`src/rtl/cla_pkg.sv`:
```
package cla_pkg;
  localparam int unsigned CLA_MAX_FANIN = 4;
  localparam int unsigned CLA_DEF_WIDTH = 16;
  localparam int unsigned CLA_DEF_GROUP = 4;
endpackage

```
`src/rtl/cla_pg_cell.sv`:
```
module cla_pg_cell (
  input  logic a_i,
  input  logic b_i,
  output logic gen_o,
  output logic prop_o
);
  assign gen_o  = a_i & b_i;
  assign prop_o = a_i ^ b_i;
endmodule

```
`src/rtl/cla_lookahead.sv`:
```
// Expanded-product lookahead over N generate/propagate pairs.
// carry_o[0] is the incoming carry; carry_o[j] is the carry into position j.
module cla_lookahead #(
  parameter int unsigned N = cla_pkg::CLA_MAX_FANIN
) (
  input  logic [N-1:0] gen_i,
  input  logic [N-1:0] prop_i,
  input  logic         cin_i,
  output logic [N-1:0] carry_o,
  output logic         blk_gen_o,
  output logic         blk_prop_o
);
  logic term;

  always_comb begin
    carry_o    = '0;
    carry_o[0] = cin_i;
    term       = 1'b0;
    for (int j = 1; j < int'(N); j++) begin
      // term carried in from below, propagated through every lower position
      term = cin_i;
      for (int m = 0; m < j; m++) term = term & prop_i[m];
      carry_o[j] = term;
      // each lower position generating, propagated through those above it
      for (int k = 0; k < j; k++) begin
        term = gen_i[k];
        for (int m = k + 1; m < j; m++) term = term & prop_i[m];
        carry_o[j] = carry_o[j] | term;
      end
    end
    blk_prop_o = &prop_i;
    blk_gen_o  = 1'b0;
    for (int k = 0; k < int'(N); k++) begin
      term = gen_i[k];
      for (int m = k + 1; m < int'(N); m++) term = term & prop_i[m];
      blk_gen_o = blk_gen_o | term;
    end
  end
endmodule

```
`src/rtl/cla_group.sv`:
```
// One slice: per-bit pg cells, first-level lookahead, sum bits.
module cla_group #(
  parameter int unsigned W = cla_pkg::CLA_DEF_GROUP
) (
  input  logic [W-1:0] a_i,
  input  logic [W-1:0] b_i,
  input  logic         cin_i,
  output logic [W-1:0] sum_o,
  output logic         grp_gen_o,
  output logic         grp_prop_o
);
  logic [W-1:0] gen_w;
  logic [W-1:0] prop_w;
  logic [W-1:0] carry_w;

  for (genvar i = 0; i < int'(W); i++) begin : g_bit
    cla_pg_cell u_pg (
      .a_i    (a_i[i]),
      .b_i    (b_i[i]),
      .gen_o  (gen_w[i]),
      .prop_o (prop_w[i])
    );
  end

  cla_lookahead #(.N(W)) u_la (
    .gen_i      (gen_w),
    .prop_i     (prop_w),
    .cin_i      (cin_i),
    .carry_o    (carry_w),
    .blk_gen_o  (grp_gen_o),
    .blk_prop_o (grp_prop_o)
  );

  assign sum_o = prop_w ^ carry_w;
endmodule

```
`src/rtl/cla16_adder.sv`:
```
module cla16_adder #(
  parameter int unsigned WIDTH   = cla_pkg::CLA_DEF_WIDTH,
  parameter int unsigned GROUP_W = cla_pkg::CLA_DEF_GROUP
) (
  input  logic [WIDTH-1:0] a,
  input  logic [WIDTH-1:0] b,
  input  logic             cin,
  output logic [WIDTH-1:0] sum,
  output logic             cout,
  output logic             blk_gen,
  output logic             blk_prop
);
  localparam int unsigned NUM_GRP = WIDTH / GROUP_W;

  logic [NUM_GRP-1:0] grp_gen;
  logic [NUM_GRP-1:0] grp_prop;
  logic [NUM_GRP-1:0] grp_cin;

  for (genvar g = 0; g < int'(NUM_GRP); g++) begin : g_grp
    cla_group #(.W(GROUP_W)) u_grp (
      .a_i        (a[g*GROUP_W +: GROUP_W]),
      .b_i        (b[g*GROUP_W +: GROUP_W]),
      .cin_i      (grp_cin[g]),
      .sum_o      (sum[g*GROUP_W +: GROUP_W]),
      .grp_gen_o  (grp_gen[g]),
      .grp_prop_o (grp_prop[g])
    );
  end

  // second level: carries into every slice straight from cin
  cla_lookahead #(.N(NUM_GRP)) u_la2 (
    .gen_i      (grp_gen),
    .prop_i     (grp_prop),
    .cin_i      (cin),
    .carry_o    (grp_cin),
    .blk_gen_o  (blk_gen),
    .blk_prop_o (blk_prop)
  );

  assign cout = blk_gen | (blk_prop & cin);
endmodule

```
`config.mk`:
```
export PLATFORM = sky130hd
export DESIGN_NAME = cla16_adder
export DESIGN_NICKNAME = d
export VERILOG_FILES = /design/src/rtl/cla_pkg.sv /design/src/rtl/cla_pg_cell.sv /design/src/rtl/cla_lookahead.sv /design/src/rtl/cla_group.sv /design/src/rtl/cla16_adder.sv
export SDC_FILE = /design/constraint.sdc
export NUM_CORES = 1
export LEC_CHECK = 0
export BUFFER_PORTS_ARGS = -buffer_cell sky130_fd_sc_hd__buf_2
export CELL_PAD_IN_SITES_DETAIL_PLACEMENT = 0
export CELL_PAD_IN_SITES_GLOBAL_PLACEMENT = 1
export CORE_UTILIZATION = 27
export DETAILED_ROUTE_END_ITERATION = 10
export PLACE_DENSITY = 0.88
export RECOVER_POWER = 25
export SLEW_MARGIN = 20
export SYNTH_ARGS = -nofsm -noshare
export SYNTH_HDL_FRONTEND = slang
export SYNTH_HIERARCHICAL = 1
export SYNTH_SLANG_ARGS = --single-unit
```
`constraint.sdc`:
```
create_clock -name vclk -period 2.81
set_clock_uncertainty 0.2 [all_clocks]
set_input_delay 0.281 -clock vclk [all_inputs]
set_output_delay 0.281 -clock vclk [all_outputs]
set_load 0.005 [all_outputs]
```
==> results of run 1 <==
## logic make-up (layout without fill, tap and decap cells)
group	count (synthesis)	in the layout	synth area share, %
adder cells (fa/ha/maj)	16	16	29.2
AND/OR/NAND/NOR	20	20	10.9
buffers and inverters	10	59	8.21
AO/OA/AOI/OAI	36	36	31.2
XOR/XNOR	16	16	20.4
## critical path, stage by stage
cell,delay [ns]
buf_2,0.10
ha_1,0.34
a21oi_1,0.14
o21ai_0,0.15
a21oi_2,0.17
inv_2,0.07
a21o_1,0.21
a21oi_2,0.18
inv_2,0.06
a21o_1,0.18
xor2_1,0.15
buf_2,0.13
## routing by layer
layer	share of wire (%)	wire length (um)
met5	0	0
met4	0	0
met2	46	759
met3	6.4	105
met1	48	789
## final timing paths
kind | end | slack [ns] | cells after the start
max | sum[10] | 0.17 | 12
min | sum[0] | 0.66 | 3
## stage by stage
step / cells / hold slack (ns)
6_report: 175 / 0.660
5_1_grt: 175 / 0.691
4_1_cts: 175 / 0.698
3_5_place_dp: 175 / 0.698
3_3_place_gp: 175 / 0.696
2_1_floorplan: 98 / 0.460
## cells in the final DEF, fill, tap and decap left out, drive strengths merged
cell    netlist  layout
o21ai        10      10
nor2          5       5
a21o          6       6
a21oi        20      20
inv           5       5
ha           16      16
nand2        15      15
xor2         16      16
clkbuf        0       3
buf           5      51
## report_power, final
part | switching, mW | total (mW) | internal [mW]
clock | 0 | 0 | 0
sequential | 0 | 0 | 0
combinational | 0.115 | 0.231 | 0.116
## cell type report
class | instances | share of cell area, %
multi-input combinational | 88 | 65.7
timing repair buffer | 54 | 28.6
tap | 28 | 3.68
inverter | 5 | 1.97
==> flow_summary.yaml, run 1 <==
worst_hold_path:
  worstHoldStart: "cin"
  hold_path_class: "primary input to output port"
floorplan:
  floorplan.initialDensity_pct: 29.8
  core_area_sq_um: 2300
  die_h_um: 52.4
  dieWidth_um: 52.4
  die_area_sq_um: 2750
  pin_count: 52
  rows: 17
critical_path:
  crit_required_ns: 2.33
  critPathCaptureType: "output port"
  critPathLaunchType: "primary input"
  cp-startpoint: "a[1]"
  crit_arrival_ns: 2.15
  critPathKind: "primary input to output port"
  path_max_fanout: 4
route:
  drt_iter0_drc: 6
  num_vias: 803
  postRouteAntennaNets: 0
  routed_wl_um: 1650
  dr.pass1.iters: 2
  post_drt_wl_per_cell_um: 9.45
  viasPerCell: 4.59
  drc: 0
cells_and_area:
  multi_input_area_sq_um: 626
  ff_latch_area_sq_um: 0
  fillers: 253
  final_core_util_pct: 41.4
  seq_cells: 0
  fin_nets: 198
  antenna_cells: 0
  clockBufferCount: 0
  fin_area_sq_um: 952
  area_delta_synth_final_pct: 38.9
  drive_above_1_share_pct: 41.5
yosys:
  ys_seq_area_share_pct: 0
  synth_cell_types: 10
  yosys-top-cells-count: "ha_1, xor2_1, a21oi_1, nand2_1, o21ai_0"
  synth_warnings: 6
  synth_area_leaders: "ha_1, xor2_1, a21oi_1, nand2_1, o21ai_0"
  synth_area_sq_um: 686
  yosys.area.top_type: "ha_1"
  syn_inst: 98
  yosys.area.top_type_share_pct: 29.2
  syn_nets: 147
  avgSynthCellArea_sq_um: 7.00
timing:
  slew_violations: 0
  fin_crit_sh_pct: 93.8
  fin_ws_ns: 0.175
  finalCriticalPeriod_ns: 2.64
  fmax_ghz: 0.379
  tightest_slew_ns: 0.301
  hold_viol_final: 0
  setup_violations: 0
  grt_setup_unrepaired: "no"
  slew_headroom_pct: 79.7
  fin_setup_tns_ns: 0
global_route:
  gr-total-overflow: 0
  grt_use_met2_pct: 20.5
  grt_pass1_vias: 690
  gr-usage-met3_pct: 0
  grt_max_degree: 5
  grt_pass1_wl_um: 2600
  grt_usage_pct: 11.3
  use_met1_pct: 15.6
  antenna_found_initial: 0
  top_usage_layer: "met2"
placement:
  post_dp_cell_area_sq_um: 958
  io_buffers: 52
  place_ws_ns: 0.197
  place.gp.congestion: 0.732
  hpwl_um: 1470
power_and_ir_drop:
  ir_drop_mv: 0.0953
  p_per_area_nw_per_um2: 243
  p_total_mw: 0.231
  total_leakage_power_nw: 0.555
cts:
  postCtsSetupRepairBufs: 0
  holdBufCountCts: 0
  cts_resized: 0
run_status:
  status: "completed"
run:
  drv_cap: 0
Note: power is estimated with default switching activity, not from simulation.
==> inputs of run 2 (changes only) <==
==> constraint.sdc (replaced) <==
create_clock -name vclk -period 2.81
set_clock_uncertainty 0.2 [all_clocks]
set_input_delay 0.562 -clock vclk [all_inputs]
set_output_delay 0.562 -clock vclk [all_outputs]
set_load 0.005 [all_outputs]
==> run 2 against run 1 <==
Compared with the run above: the flow now finishes with violations (negative setup slack); utilization is 18 points higher; non-clock buffer count is 30 higher; routed wire length is 22% higher; global-route usage is 2.7 points higher; die area stayed put; first-iteration DRC count is 33% higher; critical path depth stayed put; total power is 45% higher; worst hold slack better by 0.56 ns; count of clock-buffer cells in the layout stayed put; sequential share of layout area stayed put; critical path type unchanged; highest routed layer unchanged.
==> flow_summary.yaml, run 2 (synthesis results as in run 1) <==
worst_hold_path:
  hold_path_class: "primary input to output port"
  min_path_cells: 3
global_route:
  grt_max_degree: 5
  grt_pass1_wl_um: 3080
  grt_pass1_vias: 838
  antenna_found_initial: 0
  grt_usage_pct: 14.0
  gr-total-overflow: 0
route:
  routed_wl_um: 2020
  num_vias: 944
  drc: 0
  dr.pass1.iters: 4
  viasPerCell: 4.60
  drt_iter0_drc: 8
  post_drt_wl_per_cell_um: 9.83
  postRouteAntennaNets: 0
power_and_ir_drop:
  ir_drop_mv: 0.156
  clock_power_share_pct: 0
  p_per_area_nw_per_um2: 245
  p_int_mw: 0.187
  total_leakage_power_nw: 0.727
  p_total_mw: 0.335
  p_comb_share_pct: 100.0
  power_frac_seq_pct: 0
  p_switching_mw: 0.148
  swShare_pct: 44.1
timing:
  setup_violations: 5
  hold_viol_final: 0
  fin_setup_tns_ns: -0.268
  slew_violations: 0
  hold_ws_ns: 1.22
  grt_setup_unrepaired: "yes"
  finalCriticalPeriod_ns: 2.91
  fin_crit_sh_pct: 104
  tightest_slew_ns: 0.230
  fmax_ghz: 0.343
  slew_headroom_pct: 84.5
  fin_ws_ns: -0.104
critical_path:
  path_max_fanout: 4
  slowest_delay_ns: 0.24
  crit_arrival_ns: 2.15
  critPathCaptureType: "output port"
  cp_common_cell: "a21oi_2"
  critPathKind: "primary input to output port"
  crit_required_ns: 2.05
  cpMaxStageDelayCell: "ha_4"
  critPathLaunchType: "primary input"
  crit_chain: "buf_6 -> ha_4 -> a21oi_2 -> o21ai_2 -> a21oi_2 -> buf_4 -> o21ai_4 -> a21oi_2 -> inv_2 -> a21o_1 -> xor2_1 -> buf_2"
placement:
  dp_cells: 201
  post_dp_cell_area_sq_um: 1150
  io_buffers: 52
  hpwl_um: 1670
  place_ws_ns: -0.301
  place.gp.congestion: 0.811
cells_and_area:
  clockBufferCount: 0
  antenna_cells: 0
  fin_area_sq_um: 1370
  drive_above_1_share_pct: 65.0
  final_cell_mix: "buf_2, buf_4, xor2_1"
  seq_cells: 0
  final_core_util_pct: 59.6
  final_common_cell: "buf_2"
  ff_latch_area_sq_um: 0
  fin_nets: 228
  stdcell_count: 205
  area_delta_synth_final_pct: 99.6
floorplan:
  die_h_um: 52.4
  pin_count: 52
  rows: 17
  dieWidth_um: 52.4
  core_area_sq_um: 2300
  floorplan.initialDensity_pct: 29.8
  die_area_sq_um: 2750
run_status:
  violations: "negative setup slack"
  status: "finished with violations"
run:
  drv_cap: 0
cts:
  holdBufCountCts: 0
-- run 2: critical path: cells and delay by family --
family                     cells  cell delay [ns]
adders and majority gates      1             0.24
buffers and inverters          4             0.44
AOI/OAI and AO/OA              6             0.73
xor gates and xnor gates       1             0.18
-- run 2: layout make-up --
cell class                      instances  area [sq um]
Fill cell                             214           928
Multi-Input combinational cell         88           787
Timing Repair Buffer                   84           528
Tap cell                               28          35.0
Inverter                                5          18.8
-- run 2: layer usage --
metal  up-vias  part of all wire (%)  track usage, %
met4         0                     0               0
met3         0                   5.7               0
met2        28                    55            29.7
met1       418                    39            15.8
li1        498                     -               -
met5         -                     0               0
-- run 2: final timing paths --
check / from / endpoint / slack, ns
worst min-delay path: cin / sum[0] / 1.22
worst max-delay path: b[3] / sum[14] / -0.10
-- run 2: repair_timing --
action,CTS,global route
setup endpoints to repair,11,10
setup buffers,3,1
gates resized for setup,28,7
pin swaps,22,3
-- run 2: power groups by stage --
stage	clock, mW	sequential [mW]	combinational [mW]
6_report	0	0	0.335
5_1_grt	0	0	0.371
4_1_cts	0	0	0.327
3_5_place_dp	0	0	0.283
3_3_place_gp	0	0	0.276
2_1_floorplan	0	0	0.149
==> inputs of run 3 (changes only) <==
==> constraint.sdc (replaced) <==
create_clock -name vclk -period 2.81
set_clock_uncertainty 0.2 [all_clocks]
set_input_delay 0.1405 -clock vclk [all_inputs]
set_output_delay 0.1405 -clock vclk [all_outputs]
set_load 0.005 [all_outputs]
==> run 3 against run 2 <==
Compared with the run above: the flow now finishes without violations; design area down 31%; sequential share of layout area stayed put; fmax rose by 25%; utilization shrank 19 points; combinational power down 32%; largest power group unchanged; highest routed layer unchanged.
==> flow_summary.yaml, run 3 (synthesis results as in run 1) <==
run_status:
  status: "completed"
timing:
  tightest_slew_ns: 0.366
  fin_setup_tns_ns: 0
  slew_headroom_pct: 75.4
  slew_violations: 0
  fin_crit_sh_pct: 83.2
  finalCriticalPeriod_ns: 2.34
  setup_violations: 0
  hold_viol_final: 0
  grt_setup_unrepaired: "no"
  fmax_ghz: 0.428
cells_and_area:
  seq_cells: 0
  clockBufferCount: 0
  antenna_cells: 0
  area_delta_synth_final_pct: 36.9
  ff_latch_area_sq_um: 0
  fin_nets: 196
  fillers: 261
  drive_above_1_share_pct: 40.7
  multi_input_area_sq_um: 626
  final_common_cell: "buf_2"
  final_cell_mix: "buf_2, xor2_1, ha_1, a21oi_1, nand2_1"
global_route:
  grt_usage_pct: 11.2
  grt_pass1_vias: 679
  gr-total-overflow: 0
  grt_max_degree: 5
  antenna_found_initial: 0
  grt_pass1_wl_um: 2540
floorplan:
  dieWidth_um: 52.4
  core_area_sq_um: 2300
  floorplan.initialDensity_pct: 29.8
  pin_count: 52
  rows: 17
  die_area_sq_um: 2750
  die_h_um: 52.4
route:
  postRouteAntennaNets: 0
  post_drt_wl_per_cell_um: 9.43
  drc: 0
  dr.pass1.iters: 4
  drt_iter0_drc: 9
  routed_wl_um: 1630
  num_vias: 816
  viasPerCell: 4.72
critical_path:
  cp-startpoint: "a[1]"
  crit_arrival_ns: 2.00
  critPathLaunchType: "primary input"
  critPathCaptureType: "output port"
  critPathCapture: "sum[10]"
  crit_required_ns: 2.47
  path_max_fanout: 4
  critPathKind: "primary input to output port"
power_and_ir_drop:
  p_per_area_nw_per_um2: 241
  ir_drop_mv: 0.0966
  p_total_mw: 0.227
  total_leakage_power_nw: 0.545
placement:
  io_buffers: 52
  hpwl_um: 1500
  place.gp.congestion: 0.724
cts:
  postCtsSetupRepairBufs: 0
  cts_resized: 0
  holdBufCountCts: 0
run:
  drv_cap: 0
worst_hold_path:
  hold_path_class: "primary input to output port"
[run 3: changes by cell type in the layout (fill, tap and decap cells not counted), sizes merged]
cell,delta
inv,-1
clkinv,+1
clkbuf,+1
buf,-33
[run 3: metrics by stage]
stage               hold slack [ns]  instance area [sq um]  util [%]  setup slack (ns)  instances
CTS                           0.415                    943      41.1             0.461        173
global placement              0.412                    943      41.1             0.476        173
detailed placement            0.413                    943      41.1             0.468        173
floorplan                     0.179                    686         -             0.821         98
finish                        0.377                    938      40.8             0.473        173
global route                  0.413                    938      40.8             0.314        173
[run 3: final cells by class]
| type | count | share of cell area [%] |
|---|---|---|
| Multi-Input combinational cell | 88 | 66.7 |
| Tap cell | 28 | 3.73 |
| Timing Repair Buffer | 52 | 27.6 |
| Inverter | 5 | 2.00 |
[run 3: report_power, final]
group | switching [mW] | internal [mW] | leakage, nW
clock | 0 | 0 | 0
combinational | 0.114 | 0.113 | 0.545
sequential | 0 | 0 | 0
total | 0.114 | 0.113 | 0.545
[run 3: worst max-delay path, stage by stage]
cell and delay [ns]:
buf_2 0.10, ha_1 0.34, a21oi_1 0.14, o21ai_0 0.14, a21oi_2 0.17, inv_2 0.07, a21o_1 0.21, a21oi_2 0.18
inv_2 0.06, a21o_1 0.18, xor2_1 0.15, buf_2 0.13
[run 3: worst min-delay path by stage]
stage | slack, ns | from | end | cells past startpoint
final | 0.38 | cin | sum[0] | 3
after detailed placement | 0.41 | cin | sum[0] | 3
after CTS | 0.42 | cin | sum[0] | 3
after global routing | 0.41 | cin | sum[0] | 3
after global placement | 0.41 | cin | sum[0] | 3
after floorplan | 0.18 | cin | cout | 1
[run 3: per-layer routing]
layer	GRT usage, %	wire length [um]	part of all wire [%]	up-vias
met3	0	114	7.0	0
li1	-	-	-	432
met5	0	0	0	-
met4	0	0	0	0
met1	14.1	726	45	354
met2	22.2	790	48	30
